### src/rtl/mw_eeprom_slave.sv
module mw_eeprom_slave #(
  parameter bit WORD16      = 1'b1,
  parameter int PROG_CYCLES = 1000
) (
  input  logic clk,
  input  logic rst_n,
  input  logic cs,
  input  logic sk_in,
  input  logic di,
  output logic do_data,
  output logic do_oe
);
  localparam int DW    = WORD16 ? 16 : 8;
  localparam int AW    = WORD16 ? 6 : 7;
  localparam int HW    = 2 + AW;
  localparam int SW    = (HW > DW) ? HW : DW;
  localparam int CW    = $clog2(SW + 1);
  localparam int BW    = $clog2(PROG_CYCLES + 1);
  localparam int DEPTH = 1 << AW;

  typedef enum logic [2:0] {S_IDLE, S_HDR, S_DATA, S_READ, S_DONE} state_t;
  typedef enum logic [1:0] {K_WRITE, K_ERASE, K_ERAL, K_WRAL} kind_t;

  logic [1:0] cs_p, sk_p, di_p;
  logic       cs_q, sk_q;
  logic       cs_s, di_s, rise, cs_fall;

  state_t          state;
  kind_t           kind;
  logic [CW-1:0]   cnt;
  logic [SW-2:0]   sr;
  logic [SW-1:0]   nsr;
  logic [AW-1:0]   addr;
  logic [DW-1:0]   wdata, rd_sr;
  logic [CW-1:0]   rd_left;
  logic            rd_oe, rd_bit, wen, pend, busy, stat_on;
  logic [BW-1:0]   bcnt;
  logic [DW-1:0]   mem [DEPTH];

  logic [1:0]      hop, hsub;
  logic [AW-1:0]   haddr;

  assign cs_s    = cs_p[1];
  assign di_s    = di_p[1];
  assign rise    = sk_p[1] & ~sk_q & cs_s;
  assign cs_fall = cs_q & ~cs_s;
  assign nsr     = {sr, di_s};
  assign hop     = nsr[HW-1:HW-2];
  assign haddr   = nsr[AW-1:0];
  assign hsub    = nsr[AW-1:AW-2];

  assign do_oe   = cs & cs_s & (rd_oe | stat_on);
  assign do_data = stat_on ? ~busy : rd_bit;

  always_ff @(posedge clk or negedge rst_n) begin
    if (!rst_n) begin
      cs_p <= '0; sk_p <= '0; di_p <= '0;
      cs_q <= 1'b0; sk_q <= 1'b0;
    end else begin
      cs_p <= {cs_p[0], cs};
      sk_p <= {sk_p[0], sk_in};
      di_p <= {di_p[0], di};
      cs_q <= cs_p[1];
      sk_q <= sk_p[1];
    end
  end

  always_ff @(posedge clk or negedge rst_n) begin
    if (!rst_n) begin
      state <= S_IDLE; kind <= K_WRITE; cnt <= '0; sr <= '0;
      addr <= '0; wdata <= '0; rd_sr <= '0; rd_left <= '0;
      rd_oe <= 1'b0; rd_bit <= 1'b0; wen <= 1'b0; pend <= 1'b0;
      busy <= 1'b0; stat_on <= 1'b0; bcnt <= '0;
      for (int i = 0; i < DEPTH; i++) mem[i] <= '1;
    end else begin
      if (busy) begin
        if (bcnt == '0) begin
          busy <= 1'b0;
          case (kind)
            K_WRITE: mem[addr] <= wdata;
            K_ERASE: mem[addr] <= '1;
            K_ERAL:  for (int i = 0; i < DEPTH; i++) mem[i] <= '1;
            K_WRAL:  for (int i = 0; i < DEPTH; i++) mem[i] <= wdata;
          endcase
        end else begin
          bcnt <= bcnt - 1'b1;
        end
      end

      if (!cs_s) begin
        state <= S_IDLE; cnt <= '0; rd_oe <= 1'b0; pend <= 1'b0;
        if (cs_fall && pend && wen && !busy) begin
          busy    <= 1'b1;
          bcnt    <= BW'(PROG_CYCLES - 1);
          stat_on <= 1'b1;
        end
      end else if (rise) begin
        if (stat_on && di_s) begin
          stat_on <= 1'b0;
        end else if (!busy) begin
          case (state)
            S_IDLE: if (di_s) begin state <= S_HDR; cnt <= '0; end
            S_HDR: begin
              sr  <= nsr[SW-2:0];
              cnt <= cnt + 1'b1;
              if (cnt == CW'(HW - 1)) begin
                addr <= haddr;
                cnt  <= '0;
                case (hop)
                  2'b10: begin
                    rd_sr <= mem[haddr]; rd_left <= CW'(DW);
                    rd_oe <= 1'b1; rd_bit <= 1'b0; state <= S_READ;
                  end
                  2'b01: begin kind <= K_WRITE; state <= S_DATA; end
                  2'b11: begin kind <= K_ERASE; pend <= 1'b1; state <= S_DONE; end
                  default: begin
                    state <= S_DONE;
                    case (hsub)
                      2'b11: wen <= 1'b1;
                      2'b00: wen <= 1'b0;
                      2'b10: begin kind <= K_ERAL; pend <= 1'b1; end
                      default: begin kind <= K_WRAL; state <= S_DATA; end
                    endcase
                  end
                endcase
              end
            end
            S_DATA: begin
              sr  <= nsr[SW-2:0];
              cnt <= cnt + 1'b1;
              if (cnt == CW'(DW - 1)) begin
                wdata <= nsr[DW-1:0]; pend <= 1'b1; state <= S_DONE;
              end
            end
            S_READ: begin
              if (rd_left != '0) begin
                rd_bit  <= rd_sr[DW-1];
                rd_sr   <= {rd_sr[DW-2:0], 1'b0};
                rd_left <= rd_left - 1'b1;
              end else begin
                rd_oe <= 1'b0; state <= S_DONE;
              end
            end
            default: ;
          endcase
        end
      end
    end
  end

  p_wen_gate_r8: assert property (@(posedge clk) disable iff (!rst_n)
    $rose(busy) |-> wen);
  p_start_deselected_r9: assert property (@(posedge clk) disable iff (!rst_n)
    $rose(busy) |-> !cs_s);
  p_busy_countdown_r9: assert property (@(posedge clk) disable iff (!rst_n)
    busy && $past(busy) |-> bcnt == $past(bcnt) - 1'b1);
  p_ignore_while_busy_r12: assert property (@(posedge clk) disable iff (!rst_n)
    busy |-> state == S_IDLE);
  p_read_dummy_r3: assert property (@(posedge clk) disable iff (!rst_n)
    $rose(rd_oe) |-> !rd_bit);
  p_status_excl_r10: assert property (@(posedge clk) disable iff (!rst_n)
    !(rd_oe && stat_on));
endmodule

### config.mk
export PLATFORM = sky130hd
export DESIGN_NAME = mw_eeprom_slave
export DESIGN_NICKNAME = d
export VERILOG_FILES = /design/src/rtl/mw_eeprom_slave.sv
export SDC_FILE = /design/constraint.sdc
export NUM_CORES = 2
export LEC_CHECK = 0
export BUFFER_PORTS_ARGS = -buffer_cell sky130_fd_sc_hd__buf_4
export CORE_MARGIN = 2
export CORE_UTILIZATION = 35
export DETAILED_ROUTE_END_ITERATION = 8
export HOLD_SLACK_MARGIN = 0.1
export SETUP_SLACK_MARGIN = 0.02
export SYNTH_ARGS = -nofsm -noshare
export SYNTH_HDL_FRONTEND = slang
export SYNTH_SLANG_ARGS = --single-unit
### constraint.sdc
create_clock -name clk -period 2.2 [get_ports clk]
set_clock_uncertainty 0.1 [all_clocks]
set_input_delay 0.44 -clock clk [delete_from_list [all_inputs] [get_ports clk]]
set_output_delay 0.44 -clock clk [all_outputs]
set_load 0.005 [all_outputs]
==> run summary <==
antenna violations before repair - 4
Final Power - 50.27 mW
period utilisation layout - 121.9%
Vert. Die Dim - 395.2 um
final setup TNS - -220.13 ns
Crit path max-delay family - simple AND/OR/NAND/NOR gates
CP max-delay cell - dfrtp_4
Synth Area per Inst - 14.25 sq um
violation count after the first detailed-route iteration - 3514
Hold Crit Depth - 0
CTS max path bufs - 3
Avg WL per Cell - 29.91 um
headroom to the max-slew limit - 38.61%
syn_nets - 3777
Setup CP Type - reg2reg
WP buf/inv - 3
worst path cell trace - buf_12 > buf_12 > and3_1 > buf_4 > a21oi_2 > nand4_1 > nor2_2 > o31ai_1
Setup WS pre-CTS - -0.6056 ns
Core Area - 0.1519 sq mm
total track usage - 22.83%
share of layout cells above drive strength 1 - 56.88%
Starting Density - 35.27%
largest net degree at the start of global routing - 75
Die ar. - 0.1562 sq mm
wirelength, routed - 189400 um
drt first pass iters - 5
worst hold margin - 0.2518 ns
Rows - 143
Netlist cell types - 75
Worst Max-Slew Pin Slew - 0.9174 ns
Clock Sink Count - 1116
synthesized flop and latch total - 1116
slowest stage delay, CP - 0.58 ns
Min Clock Period, post-route - 2.681 ns
final setup violation count - 1084
Worst EP required - 2.72 ns
Chip Width - 395.2 um
Worst Setup End Kind - register
clock latency at the later pin of the worst-skew pair - 0.75 ns
Final HPWL DP - 107800 um
Fin. Hold Viols - 0
synthesized area - 0.05357 sq mm
DRC viols - 0
Layout area overhead - 26.64%
Max-Cap Viols - 0
# port buffers - 6
top_reg_cell synth - dfstp_2
yosys warns - 0
Max VDD drop - 0.0006929 V
total gr overflow - 0
via count - 38600
CP startpoint kind - register
first-pass GRT wire length - 268000 um
commonest cells after routing, fill and taps aside - 1024 x o22a_1, 1024 x dfstp_2, 341 x buf_4
I/O pin count - 7
setup ws final - -0.4809 ns
CP Depth - 8
CP arrival - 3.21 ns
most frequent CP cell - buf_12
# fillers - 13310
Async S/R FF share, synth - 100.0%
R2R setup slack - -0.48 ns
Synth Instances - 3760
vias in the first global route - 38560
final slew viol count - 0
Worst R2R Path Depth - 8
EDFF count, synth - 0
Final #Nets - 4227
CTS buffer count - 114
Seq/Total Area, Yosys - 54.52%
outcome - complete, but fails checks
TritonCTS clock tree - done
RSZ-0062 raised after global routing - yes
H-tree Lvls - 3
Hold Path Class - reg2reg
ANT nets after route - 0
P per Cell Area - 741.0 mW/mm^2
Peak Freq - 0.3730 GHz
CP max FO - 16
failing checks - negative setup slack
Root Driver - clkbuf_16
Util after Layout - 44.66%
leak pwr - 26.09 nW
RePlAce Congestion - 0.9336
Worst-path clk slew - 0.06 ns
drt via density - 6.097
## layout make-up
type | instances | area [sq um] | area share, %
Inverter | 19 | 71.32 | 0.1051
Multi-Input combinational cell | 2271 | 22840 | 33.67
Clock buffer | 174 | 3527 | 5.199
Timing Repair Buffer | 688 | 9195 | 13.55
Sequential cell | 1116 | 29240 | 43.11
Tap cell | 2030 | 2540 | 3.744
Clock inverter | 32 | 420.4 | 0.6197
Antenna cell | 1 | 2.502 | 0.003689
## Yosys cell counts (4+ instances only)
library cell / count / area [sq um]
dfstp_2: 1024 / 26910
o22a_1: 1024 / 8969
mux4_2: 202 / 4549
clkbuf_1: 168 / 630.6
mux2i_1: 156 / 1562
buf_6: 134 / 1509
a21oi_1: 125 / 625.6
nand2_1: 115 / 431.7
nor2_1: 112 / 420.4
dfrtp_1: 92 / 2302
nor2_8: 60 / 1201
o21ai_4: 50 / 813.3
buf_2: 48 / 240.2
a22oi_1: 45 / 337.8
o21ai_0: 43 / 215.2
mux2_2: 42 / 473.0
buf_4: 28 / 210.2
nand3_1: 24 / 120.1
nand4_1: 24 / 150.1
nor3_1: 19 / 95.09
inv_1: 17 / 63.81
o22ai_1: 16 / 100.1
o21ai_1: 15 / 75.07
ha_1: 12 / 150.1
nand2b_1: 12 / 75.07
a22o_1: 11 / 96.34
buf_12: 11 / 220.2
nor2b_1: 11 / 68.82
o31ai_1: 11 / 82.58
buf_1: 8 / 30.03
or3_1: 8 / 50.05
and2_1: 7 / 43.79
and3_1: 7 / 43.79
nand3b_1: 5 / 37.54
nor4_1: 5 / 31.28
and3b_1: 4 / 35.03
nor3b_1: 4 / 30.03
o211ai_1: 4 / 30.03
xnor2_1: 4 / 35.03
## stage by stage
stage               instance area [sq um]  instances
finish                              67840       6331
global placement                    59390       5906
detailed placement                  59390       5906
CTS                                 65980       6231
global route                        67840       6330
floorplan                           53630       3760
## worst reg2reg max path: cells and delay by family (launching register included)
| family | cells | cell delay, ns |
|---|---|---|
| buf+inv | 3 | 0.59 |
| compound gates | 2 | 0.29 |
| flops | 1 | 0.58 |
| simple gates | 3 | 0.99 |
## timing repair
action                                  CTS  global route
setup endpoints to repair              1076          1094
hold buffers                              4             0
buffers inserted                         62            71
gates resized for setup                 166           211
pin swaps                               180           349
cloned                                   61            48
endpoints found under the hold margin   283             0
## routing by layer
metal	share of wire, %	global-route usage, %
met2	46	35.71
met5	0.042	0.2771
met1	41	30.90
met3	7.6	3.917
met4	5.3	10.54
## worst paths after layout
check	from	to
hold reg to reg	cs_p[0]	cs_p[1]
min in group asynchronous	rst_n	asynchronous set/reset pin
setup reg to reg	sr[2]	rd_sr[6]
hold / removal	cs_p[0]	cs_p[1]
setup / recovery	sr[2]	rd_sr[6]
max in group asynchronous	rst_n	asynchronous set/reset pin
## where the power goes
group | switching (mW) | leakage [nW] | internal (mW) | total (mW)
Clock | 8.46 | 1.94 | 12.0 | 20.5
Combinational | 4.83 | 12.4 | 4.16 | 8.99
Sequential | 0.0951 | 11.8 | 20.7 | 20.8
Total | 13.4 | 26.1 | 36.9 | 50.3
## cells by family after synthesis
logic type | synth area share (%)
fa+ha+maj | 0.2803
mux | 12.29
simple gates | 5.792
flops | 54.52
xor+xnor | 0.08174
compound gates | 21.57
buf+inv | 5.463
(Power assumes the default switching activity.)
